$ cat src/rtl/glob_ctl_pkg.sv
package glob_ctl_pkg;
  localparam int ADDR_W = 2;
  localparam int DATA_W = 8;

  localparam logic [ADDR_W-1:0] A_CTRL = 2'd0;
  localparam logic [ADDR_W-1:0] A_PAD  = 2'd1;
  localparam logic [ADDR_W-1:0] A_SCR  = 2'd2;

  // control register bit positions
  localparam int B_RST = 0;
  localparam int B_SEL = 1;
  localparam int B_PD  = 2;
  // pad register bit positions
  localparam int B_TRI   = 0;
  localparam int B_FORCE = 1;
  localparam int B_PCLK  = 2;

  typedef struct packed {
    logic pd_sel;
    logic pd_bit;
    logic out_tri;
    logic tim_force;
    logic pclk_tri;
  } cfg_t;

  localparam cfg_t CFG_DEF = '0;
endpackage

$ cat src/rtl/glob_sync.sv
module glob_sync #(
  parameter int W      = 1,
  parameter int STAGES = 2
) (
  input  logic         clk,
  input  logic         rst,
  input  logic [W-1:0] d,
  output logic [W-1:0] q
);
  logic [W-1:0] st [STAGES];

  for (genvar g = 0; g < STAGES; g++) begin : g_stage
    always_ff @(posedge clk) begin
      if (rst)         st[g] <= '0;
      else if (g == 0) st[g] <= d;
      else             st[g] <= st[(g == 0) ? 0 : g-1];
    end
  end

  assign q = st[STAGES-1];
endmodule

$ cat src/rtl/glob_rst_seq.sv
module glob_rst_seq #(
  parameter int CYC = 100000
) (
  input  logic clk,
  input  logic rst,
  input  logic start,
  output logic busy
);
  localparam int CW = (CYC < 2) ? 1 : $clog2(CYC);
  localparam logic [CW-1:0] LOAD = CW'(CYC - 1);

  logic [CW-1:0] cnt;

  always_ff @(posedge clk) begin
    if (rst || start) begin
      busy <= 1'b1;
      cnt  <= LOAD;
    end else if (busy) begin
      if (cnt == '0) busy <= 1'b0;
      else           cnt  <= cnt - 1'b1;
    end
  end
endmodule

$ cat src/rtl/glob_regs.sv
module glob_regs
  import glob_ctl_pkg::*;
(
  input  logic              clk,
  input  logic              rst,
  input  logic              we,
  input  logic              re,
  input  logic [ADDR_W-1:0] addr,
  input  logic [DATA_W-1:0] wdata,
  input  logic              busy,
  output logic [DATA_W-1:0] rdata,
  output logic              nack,
  output logic              soft_start,
  output cfg_t              cfg
);
  logic              accept;
  logic [DATA_W-1:0] scratch;

  assign accept     = we && !busy;
  assign soft_start = accept && (addr == A_CTRL) && wdata[B_RST];

  always_ff @(posedge clk) begin
    if (rst || soft_start) begin
      cfg <= CFG_DEF;
    end else if (accept) begin
      case (addr)
        A_CTRL: begin
          cfg.pd_sel <= wdata[B_SEL];
          cfg.pd_bit <= wdata[B_PD];
        end
        A_PAD: begin
          cfg.out_tri   <= wdata[B_TRI];
          cfg.tim_force <= wdata[B_FORCE];
          cfg.pclk_tri  <= wdata[B_PCLK];
        end
        default: ;
      endcase
    end
  end

  // scratch byte has no defined reset value: it survives every reset
  always_ff @(posedge clk) begin
    if (accept && addr == A_SCR) scratch <= wdata;
  end

  always_ff @(posedge clk) begin
    if (rst) nack <= 1'b0;
    else     nack <= we && (busy || soft_start);
  end

  always_ff @(posedge clk) begin
    if (rst) begin
      rdata <= '0;
    end else if (re) begin
      rdata <= '0;
      case (addr)
        A_CTRL: begin
          rdata[B_SEL] <= cfg.pd_sel;
          rdata[B_PD]  <= cfg.pd_bit;
        end
        A_PAD: begin
          rdata[B_TRI]   <= cfg.out_tri;
          rdata[B_FORCE] <= cfg.tim_force;
          rdata[B_PCLK]  <= cfg.pclk_tri;
        end
        A_SCR:   rdata <= scratch;
        default: ;
      endcase
    end
  end
endmodule

$ cat src/rtl/glob_ctl_top.sv
module glob_ctl_top
  import glob_ctl_pkg::*;
#(
  parameter int RST_CYCLES  = 100000,
  parameter int SYNC_STAGES = 2
) (
  input  logic              clk,
  input  logic              rst,
  input  logic              pd_pin,
  input  logic              host_we,
  input  logic              host_re,
  input  logic [ADDR_W-1:0] host_addr,
  input  logic [DATA_W-1:0] host_wdata,
  output logic [DATA_W-1:0] host_rdata,
  output logic              host_nack,
  output logic              rst_busy,
  output logic              core_clk_en,
  output logic              data_oe,
  output logic              timing_oe,
  output logic              pclk_oe
);
  cfg_t cfg;
  logic soft_start;
  logic pd_sync;
  logic pd_req;
  logic pd_sel, pd_bit, out_tri, tim_force, pclk_tri;

  glob_sync #(.W(1), .STAGES(SYNC_STAGES)) u_sync (
    .clk(clk), .rst(rst), .d(pd_pin), .q(pd_sync)
  );

  glob_rst_seq #(.CYC(RST_CYCLES)) u_seq (
    .clk(clk), .rst(rst), .start(soft_start), .busy(rst_busy)
  );

  glob_regs u_regs (
    .clk(clk), .rst(rst), .we(host_we), .re(host_re), .addr(host_addr),
    .wdata(host_wdata), .busy(rst_busy), .rdata(host_rdata),
    .nack(host_nack), .soft_start(soft_start), .cfg(cfg)
  );

  assign pd_sel    = cfg.pd_sel;
  assign pd_bit    = cfg.pd_bit;
  assign out_tri   = cfg.out_tri;
  assign tim_force = cfg.tim_force;
  assign pclk_tri  = cfg.pclk_tri;

  assign pd_req = pd_sel ? pd_bit : pd_sync;

  always_ff @(posedge clk) begin
    if (rst) begin
      core_clk_en <= 1'b1;
      data_oe     <= 1'b1;
      timing_oe   <= 1'b1;
      pclk_oe     <= 1'b1;
    end else begin
      core_clk_en <= !pd_req;
      data_oe     <= !out_tri;
      timing_oe   <= !out_tri || tim_force;
      pclk_oe     <= !pclk_tri;
    end
  end
endmodule

$ cat config.mk
export PLATFORM = sky130hd
export DESIGN_NAME = glob_ctl_top
export DESIGN_NICKNAME = d
export VERILOG_FILES = /design/src/rtl/glob_ctl_pkg.sv /design/src/rtl/glob_sync.sv /design/src/rtl/glob_rst_seq.sv /design/src/rtl/glob_regs.sv /design/src/rtl/glob_ctl_top.sv
export SDC_FILE = /design/constraint.sdc
export NUM_CORES = 1
export LEC_CHECK = 0
export CORE_MARGIN = 2
export CORE_UTILIZATION = 52
export DETAILED_ROUTE_END_ITERATION = 12
export PLACE_DENSITY_LB_ADDON = 0.15
export SETUP_SLACK_MARGIN = 0.02
export SYNTH_ARGS = -nofsm -noshare
export SYNTH_HDL_FRONTEND = slang
export SYNTH_SLANG_ARGS = --single-unit
$ cat constraint.sdc
create_clock -name clk -period 2.25 [get_ports clk]
set_clock_uncertainty 0.1 [all_clocks]
set_input_delay 0.45 -clock clk [delete_from_list [all_inputs] [get_ports clk]]
set_output_delay 0.45 -clock clk [all_outputs]
set_load 0.02 [all_outputs]
# == Yosys cells after proc, flatten, opt, wreduce, memory -nomap -nowiden ==
# Memories as Yosys holds them, arrays and structs flattened.
# Index checks and enable logic that the tools add are counted.
# op_classes
addsub,1
eq_ne,2
n_mux,11
n_bitwise,3
reduce_logical,17
# ops
cell,n
$logic_not A17 Y1,1
$sub A17 B1 Y17 const B,1
$mux W1,8
$pmux W2 S3,1
$reduce_and A2 Y1,3
$logic_and A1 B1 Y1,5
$mux W5,1
$logic_not A1 Y1,4
$logic_or A1 B1 Y1,3
$eq A2 B1 Y1 const B,1
$eq A2 B2 Y1 const B,1
$logic_not A2 Y1,1
$or A1 B1 Y1,2
$pmux W1 S2,1
$not A1 Y1,1
# word_totals
reg_bits,44
ramBits,2
input_bits,15
output_inout_bits,14
wordCells,49
memories,1
# memory_table
name,depth,word_bits,rd,rd_ports_with_merged_regs,write_ports,line,text
u_sync.st,2,1,2,0,2,glob_sync.sv:10,logic [W-1:0] st [STAGES];

# == Depth between registers and ports, before layout ==
# depth
word_depth,6
ltp_mapped,7
ltp_nobuf,6

# == Hierarchy ==
# From an unflattened synthesis, not the netlist that was laid out.
# hier_totals
hier_cells,208
area_unflattened_um2,2043.2
# by_module_without_submodules
module,instances,cells_each,area_per_inst_um2,seq_area_each_um2
glob_rst_seq,1,113,938.4,360.3
glob_regs,1,82,929.6,520.5
glob_ctl_top,1,9,122.6,80.1
glob_sync,1,4,52.6,40.0

# == Least setup slack after synthesis ==
# OpenSTA, ideal clock, no wires.
# synth_path
kind,input to register
startpoint,in host_addr[0]
endpoint,reg u_regs.cfg[0] (netlist name)
setup_time_ns,0.070
arrival_time_ns,1.667
required_ns,2.080
path_slack_ns,0.412
stages,7
path_buffers,2
path_cell_list,inv_1 -> ha_1 -> and4b_1 -> or2_2 -> buf_6 -> clkbuf_1 -> a21oi_1
# synth_via
elab_chain_len,4
elab_cells_between_ends,6
classes_between,1 x eq/ne; 5 x reduce/logical
# synth_rtl
element,line,text
"start, declared",glob_ctl_top.sv:12,"input logic [ADDR_W-1:0] host_addr,"
$logic_not A2 Y1,glob_regs.sv:20,assign soft_start = accept && (addr == A_CTRL) && wdata[B_RST];
$logic_and A1 B1 Y1 (2 in series),glob_regs.sv:20,
$logic_or A1 B1 Y1,glob_regs.sv:23,if (rst || soft_start) begin
# Parallel ways exist; a longest one is shown, timed or not.
# A chain may end at the register's enable or synchronous reset.

# == Worst setup path after layout ==
# layout_path
startpoint,in host_addr[0]
endpoint,reg u_seq.cnt[0]
# layout_via
elab_chain_len,4
# layout_rtl
element,line,text
$logic_not A2 Y1,glob_regs.sv:20,
$logic_and A1 B1 Y1 (2 in series),glob_regs.sv:20,
$logic_or A1 B1 Y1,glob_rst_seq.sv:15,if (rst || start) begin
"end signal, assigned",glob_rst_seq.sv:20,else cnt <= cnt - 1'b1;
"end, declared",glob_rst_seq.sv:12,logic [CW-1:0] cnt;
# No other way between the ends.

==> out/qor.csv <==
metric,value,unit
yosys.cell_count.top_type,dfxtp_1,
hold_viol_final,0,
regToRegStartpoint,u_seq.cnt[6],
relSlewSlack,65.4,%
end_kind,register,
synth_warnings,0,
p_leak,0.928,nW
gp_congestion,0.868,
io_pins,29,
rsz0062_at_grt,no,
core,0.00372,mm^2
cts_root_buffer,clkbuf_8,
reg2reg_setup_slack,0.30,ns
cp_max_fo,8,
synth_nets,221,
drt_wl_total,4020,um
clk_latency,0.29,ns
required,2.31,ns
synthCells,201,
dr.pass1.iters,4,
ys_dominant_reg_cell,dfxtp_1,
tightest_slew,0.515,ns
numCtsBuffers,5,
die_y,66.8,um
post_cts_resized,0,
placed_cells,287,
layout-drive-gt1-share,16.2,%
port_buffers,28,
antenna_found_initial,0,
drtIter0Drc,79,
start_kind,primary input,
grt_pass1_wl,6840,um
chipWidth,66.8,um
final_max_slew_viol_count,0,
synth-edff-count,8,
antennaDiodeCount,0,
track_usage,20.2,%
nets,266,
r2r_end,u_seq.busy,
grt_pass1_vias,1525,
use_met2,36.4,%
die_area,0.00446,mm^2
placementRows,22,
worstPathArrival,2.14,ns
synth_top_area_share,37.1,%
top_usage_layer,met2,
min_path_type,register to register,
postRouteAntennaNets,0,
outcome,finished clean,
post_cts_buffers,0,
vias_per_cell,5.55,
synth_top_cells_by_count,"dfxtp_1 (38), a21oi_1 (18), nor2_1 (16), nand2_1 (13), nand3_1 (12)",
met1_usage,24.0,%
fmax,482,MHz
hold_depth,1,
async_reset_ff_share,0,%
drcViolationCount,0,
dr_total_vias,1637,
cellPowerDensity,571,mW/mm^2
cts_max_path_buffers,2,
clock-sinks,46,
cap_violations,0,
area_delta_synth_final,24.8,%
synth_top_area_cell,dfxtp_1,
timing.final.crit_period,2.08,ns
final_cells,295,
min_from,u_regs.cfg[0],
setup_violations,0,
peakVddDrop,0.000395,V
synth_cell_type_count,44,
syn_avg_cell_area,10.2,um^2
fin_setup_tns,0,ns
dp.final_hpwl,3060,um
yosysSeqAreaShare,48.8,%
rr_worst_depth,4,
postCtsHoldBufs,0,
whs_endpoint,pclk_oe,
grt_max_degree,17,
initial_utilization,55.2,%
synthTopCellsByArea,"dfxtp_1 (37%), edfxtp_1 (12%), mux2i_1 (4.9%), a21oi_1 (4.4%), ha_1 (3.1%)",
h-tree-depth,2,
worstSetupPathType,primary input to register,
grt-ovfl-total,0,
synth_area,0.00205,mm^2
synth-seq-cells,46,
fin_crit_sh,92.3,%
wl_per_cell,13.6,um
cts_tree,built,
cts.clk_slew.worst_paths,0.09,ns
met3_usage,5.07,%
[registers in the layout (all words and copies together) (netlist names), 2 cells and up]
signal / cells
u_seq.cnt: 17
u_regs.rdata: 8
u_regs.scratch: 8
u_regs.cfg: 5
u_sync.st: 2
[power by group]
part / total, mW / internal, mW / switching (mW)
clock: 0.496 / 0.218 / 0.277
combinational: 0.112 / 0.0619 / 0.0502
sequential: 0.854 / 0.846 / 0.00781
total: 1.46 / 1.13 / 0.335
[critical path: stages]
cell and delay, ns:
clkdlybuf4s50_1 0.48, inv_1 0.06, ha_1 0.21, and4b_1 0.21, or2_2 0.34, buf_4 0.19
nor2_1 0.11, mux2i_1 0.08
[routing by layer]
layer  vias to the layer above  routed length [um]
met2                        43                2070
met4                         0                  27
met5                         -                   0
li1                        825                   -
met1                       764                1760
met3                         5                 165
[cell usage in the layout, fill, tap and decap left out, types with 2 or more instances in the layout]
| cell | n |
|---|---|
| clkbuf_8 | 5 |
| dfxtp_1 | 38 |
| o41ai_1 | 3 |
| and2_1 | 6 |
| a2111o_1 | 2 |
| or2_2 | 5 |
| mux2i_1 | 10 |
| nand3_1 | 12 |
| edfxtp_1 | 8 |
| nand3b_1 | 2 |
| nor2_1 | 16 |
| a211o_1 | 2 |
| or4_1 | 3 |
| inv_1 | 5 |
| or3_1 | 3 |
| o31ai_1 | 3 |
| nand2_1 | 13 |
| ha_1 | 5 |
| a211oi_1 | 4 |
| a222oi_1 | 2 |
| a21oi_1 | 18 |
| nand2b_1 | 10 |
| nor2b_1 | 3 |
| clkdlybuf4s50_1 | 28 |
| buf_4 | 17 |
| o21ai_0 | 3 |
[layout make-up]
cell class | count | area (um^2)
inverter | 5 | 18.8
clock inverter | 3 | 21.3
multi-input combinational | 143 | 982
sequential | 46 | 1000
tap | 48 | 60.1
fill | 289 | 1160
timing repair buffer | 45 | 408
clock buffer | 5 | 68.8
[worst max-delay path by stage]
stage	start	end
after floorplan	host_addr[0]	u_regs.cfg[0]
after detailed placement	host_addr[0]	u_seq.cnt[0]
after global placement	host_addr[0]	u_seq.cnt[5]
final	host_addr[0]	u_seq.cnt[0]
after CTS	host_addr[0]	u_seq.cnt[0]
after global routing	host_addr[0]	u_seq.cnt[0]
[cells by family after synthesis]
| kind of cell | after synthesis | synth area share [%] |
|---|---|---|
| simple gates | 87 | 26.3 |
| flops | 46 | 48.8 |
| compound gates | 41 | 13.7 |
| buf+inv | 12 | 3.29 |
| mux | 10 | 4.88 |
| fa+ha+maj | 5 | 3.05 |
[stage by stage]
stage	area (um^2)	utilization (%)	hold WS (ns)	setup slack [ns]	total power [mW]
global placement	2470	66.5	0.301	-0.0592	0.981
detailed placement	2470	66.5	0.312	-0.122	0.985
floorplan	2050	-	0.283	0.412	0.923
global route	2560	68.9	0.358	0.108	1.52
finish	2560	68.9	0.335	0.174	1.46
CTS	2560	68.9	0.334	0.177	1.47
(Power assumes the default switching activity.)
